--- src/rtl/pair_slot_merger.sv ---
module pair_slot_merger #(
  parameter int NCH    = 2,
  parameter int SLOT_W = 20,
  parameter int SAMP_W = 16
) (
  input  logic                   clk,
  input  logic                   rst_n,
  input  logic                   frame_tick,
  input  logic [15:0]            rx_tag,
  input  logic [SLOT_W-1:0]      rx_slot1,
  input  logic [NCH*SLOT_W-1:0]  rx_lo,
  input  logic [NCH*SLOT_W-1:0]  rx_hi,
  input  logic [NCH-1:0]         tx_fifo_empty,
  input  logic [NCH*2*SAMP_W-1:0] tx_fifo_data,
  output logic [NCH-1:0]         tx_fifo_pop,
  input  logic [NCH-1:0]         rx_fifo_full,
  output logic [NCH-1:0]         rx_fifo_push,
  output logic [NCH*2*SAMP_W-1:0] rx_fifo_data,
  output logic [NCH-1:0]         tx_valid,
  output logic [NCH*SLOT_W-1:0]  tx_lo,
  output logic [NCH*SLOT_W-1:0]  tx_hi,
  output logic [NCH-1:0]         overrun
);
  localparam int WORD_W = 2 * SAMP_W;
  localparam int PAD    = SLOT_W - SAMP_W;

  logic unused_bits;
  assign unused_bits = ^{rx_tag, rx_slot1, rx_lo, rx_hi};

  for (genvar c = 0; c < NCH; c++) begin : g_ch
    localparam int LOW_SLOT = 3 + 4 * c;

    logic wanted, arrived, take;
    assign wanted  = ~rx_slot1[14 - LOW_SLOT];
    assign arrived = rx_tag[15 - LOW_SLOT];
    assign take    = wanted & ~tx_fifo_empty[c];

    assign tx_fifo_pop[c]  = frame_tick & take;
    assign rx_fifo_push[c] = frame_tick & arrived & ~rx_fifo_full[c];
    assign rx_fifo_data[c*WORD_W +: WORD_W] =
      {rx_hi[c*SLOT_W+PAD +: SAMP_W], rx_lo[c*SLOT_W+PAD +: SAMP_W]};

    always_ff @(posedge clk) begin
      if (!rst_n) begin
        tx_valid[c]                <= 1'b0;
        tx_lo[c*SLOT_W +: SLOT_W]  <= '0;
        tx_hi[c*SLOT_W +: SLOT_W]  <= '0;
        overrun[c]                 <= 1'b0;
      end else if (frame_tick) begin
        tx_valid[c] <= take;
        tx_lo[c*SLOT_W +: SLOT_W] <= take ?
          {tx_fifo_data[c*WORD_W +: SAMP_W], {PAD{1'b0}}} : '0;
        tx_hi[c*SLOT_W +: SLOT_W] <= take ?
          {tx_fifo_data[c*WORD_W+SAMP_W +: SAMP_W], {PAD{1'b0}}} : '0;
        if (arrived && rx_fifo_full[c])
          overrun[c] <= 1'b1;
      end
    end
  end
endmodule

--- config.mk ---
export PLATFORM = sky130hd
export DESIGN_NAME = pair_slot_merger
export DESIGN_NICKNAME = d
export VERILOG_FILES = /design/src/rtl/pair_slot_merger.sv
export SDC_FILE = /design/constraint.sdc
export NUM_CORES = 1
export LEC_CHECK = 0
export ABC_AREA = 0
export BUFFER_PORTS_ARGS = -buffer_cell sky130_fd_sc_hd__buf_2
export CAP_MARGIN = 20
export CORE_AREA = 2 2 131 133
export CTS_CLUSTER_SIZE = 14
export DETAILED_ROUTE_END_ITERATION = 8
export DIE_AREA = 0 0 133 135
export PLACE_DENSITY = 0.62
export SETUP_SLACK_MARGIN = 0.2
export SYNTH_ARGS = -nofsm -noshare
export SYNTH_HDL_FRONTEND = slang
export SYNTH_SLANG_ARGS = --single-unit
export TNS_END_PERCENT = 100
--- constraint.sdc ---
create_clock -name clk -period 2.1 [get_ports clk]
set_input_delay 0.21 -clock clk [delete_from_list [all_inputs] [get_ports clk]]
set_output_delay 0.21 -clock clk [all_outputs]
set_load 0.05 [all_outputs]
==> out/qor.yml <==
run_status:
  outcome: "completed"
sta:
  finalHoldViolations: 0
  slew_violations: 0
  worstMarginPinSlew_ps: 522
  max_freq_mhz: 693
  rsz0062_at_grt: "false"
  timing.setup.tns_ps: 0
  layout_min_cycle_time_ps: 1440
  slew_headroom_pct: 65.2
  period_share_pct: 68.7
  finClkSkew_ps: 0
  hold-worst-slack_ps: 130
  setup_viol: 0
logic_synthesis:
  synth_area_leaders: "dfxtp_1, nand4bb_1, buf_4, nand2b_1, a21oi_1"
  syn-cell-area_um2: 3690
  syn-mean-instance-area_um2: 9.45
  syn_inst: 390
  ys_types: 16
  ys_seq_area_share_pct: 36.9
  yosysTopAreaCell: "dfxtp_1"
  yosysWarnings: 0
  synth-seq-cells: 68
  synth_top_cell_area_share_pct: 36.9
detailed_routing:
  ant_nets: 0
  viasPerCell: 4.17
  routedWlPerCell_um: 12.8
  vias: 2824
  first_iter_violations: 84
  drtPass1Iterations: 4
  wl_mm: 8.70
  drcViolationCount: 0
power:
  peakVddDrop_mv: 0.334
  power.share.combinational_pct: 15.2
  p_int_mw: 2.39
  p_sw_share_pct: 27.7
  p_seq_share_pct: 40.6
  p_total_mw: 3.30
  p_sw_mw: 0.914
  leakage_nw: 1.77
  pwr-share-clk_pct: 44.3
  p_per_area_nw_per_um2: 765
cts:
  holdBufCountCts: 0
  cts_buffers: 9
  numClockSinks: 68
  clk_transition_reported_paths_ps: 60
  cts-root-buf: "clkbuf_16"
  clk_path_buf_depth: 2
  cts_tree: "done"
  cts_resized: 0
  htreeDepth: 3
  post_cts_buffers: 0
  clk_latency_ps: 340
finish:
  final_common_cell: "buf_2"
  syn2layout_area_growth_pct: 17.1
  layout_common_cells: "buf_2, dfxtp_1, nand4bb_1, nand2b_1, a21oi_1"
  regArea_um2: 1360
  finish.net_count: 640
  final_layout_size_suffix_gt1_share_pct: 36.9
  fillers: 1782
  final_cells: 678
  antenna_cells: 0
  fin_area_um2: 4320
  multi_input_area_um2: 1590
setup_path:
  crit_chain: "buf_4 > nor3b_2 > buf_2"
  slowest_delay_ps: 350
  crit_buf_inv: 2
  crit_slowest_cell: "nor3b_2"
  worstPathArrival_ps: 1230
  cp_max_fo: 43
  critical_path.top_delay_family: "buffers and inverters"
  startpoint_type: "input port"
  worstSetupEndpointType: "primary output"
  cp.required_ps: 1890
  critPathKind: "input port to primary output"
place:
  place.port_buffers: 146
  placed_area_um2: 4030
  gp_congestion: 0.684
  dp_hpwl_mm: 5.87
  dp.cells: 662
grt:
  grt_pass1_vias: 2650
  grt_pass1_wl_mm: 13.4
  antenna_found_initial: 0
  grt_start_max_net_pins: 66
  grt_usage_pct: 9.50
  overflow: 0
floorplanning:
  dieHeight_um: 135
  rows: 47
  die_w_um: 133
  ioPinCount: 339
  start_util_pct: 22.5
  dieArea_um2: 18000
  core_um2: 16400
worst_hold_path:
  hp-class: "input port to flip-flop"
run:
  maxCapViolCount: 0
-- worst paths after layout --
kind	startpoint	to	slack [ps]	depth (start not counted)
setup / recovery	frame_tick	tx_fifo_pop[1]	660	3
hold / removal	rx_tag[8]	overrun[1]	130	3
setup reg to reg	tx_valid[0]	tx_valid[0]	1400	2
hold reg to reg	tx_lo[13]	tx_lo[13]	460	2
-- state kept, by name, indices dropped and copies added, names as in the netlist --
name      cells
overrun       2
tx_hi        32
tx_lo        32
tx_valid      2
-- power groups by stage --
stage / Sequential, mW / Combinational [mW] / Clock (mW)
3_3_place_gp: 1.37 / 0.505 / 0
6_report: 1.34 / 0.501 / 1.46
2_1_floorplan: 1.48 / 0.603 / 0
5_1_grt: 1.34 / 0.534 / 1.59
4_1_cts: 1.34 / 0.504 / 1.54
3_5_place_dp: 1.37 / 0.503 / 0
-- cells by family after synthesis --
kind of cell	share of synthesized area (%)
AND/OR/NAND/NOR	32.0
buffers and inverters	21.5
AO/OA/AOI/OAI	9.44
flip-flops	36.9
other	0.102
-- per-stage QoR --
step | utilization (%) | setup WS [ps]
3_5_place_dp | 24.5 | 623
2_1_floorplan | - | 646
5_1_grt | 26.3 | 576
4_1_cts | 26.3 | 625
6_report | 26.3 | 657
3_3_place_gp | 24.5 | 608
-- per-layer routing --
metal | GRT usage, % | part of all wire (%)
met5 | 0 | 0
met4 | 5.50 | 3.1
met3 | 5.37 | 12
met2 | 13.8 | 43
met1 | 10.9 | 43
-- cells in the mapped netlist --
cell type	count
nand4bb_1	64
clkbuf_1	18
a31oi_1	2
conb_1	1
buf_2	9
nand2_1	2
nor2b_1	2
buf_4	81
nor3b_2	2
nor2_1	4
nand2b_1	64
buf_6	6
inv_1	1
a21oi_1	64
dfxtp_1	68
o21a_1	2
-- layout make-up --
type	instances	share of cell area (%)
Clock buffer	13	6.26
Clock inverter	3	0.464
Inverter	1	0.0870
Multi-Input combinational cell	222	36.8
Sequential cell	68	31.5
Tap cell	220	6.38
Timing Repair Buffer	151	18.4
-- tightest hold or removal path, stage by stage --
cell and delay [ps]:
buf_2 90, a31oi_1 70, nor2_1 70
Power figures use the tool's default switching activity.
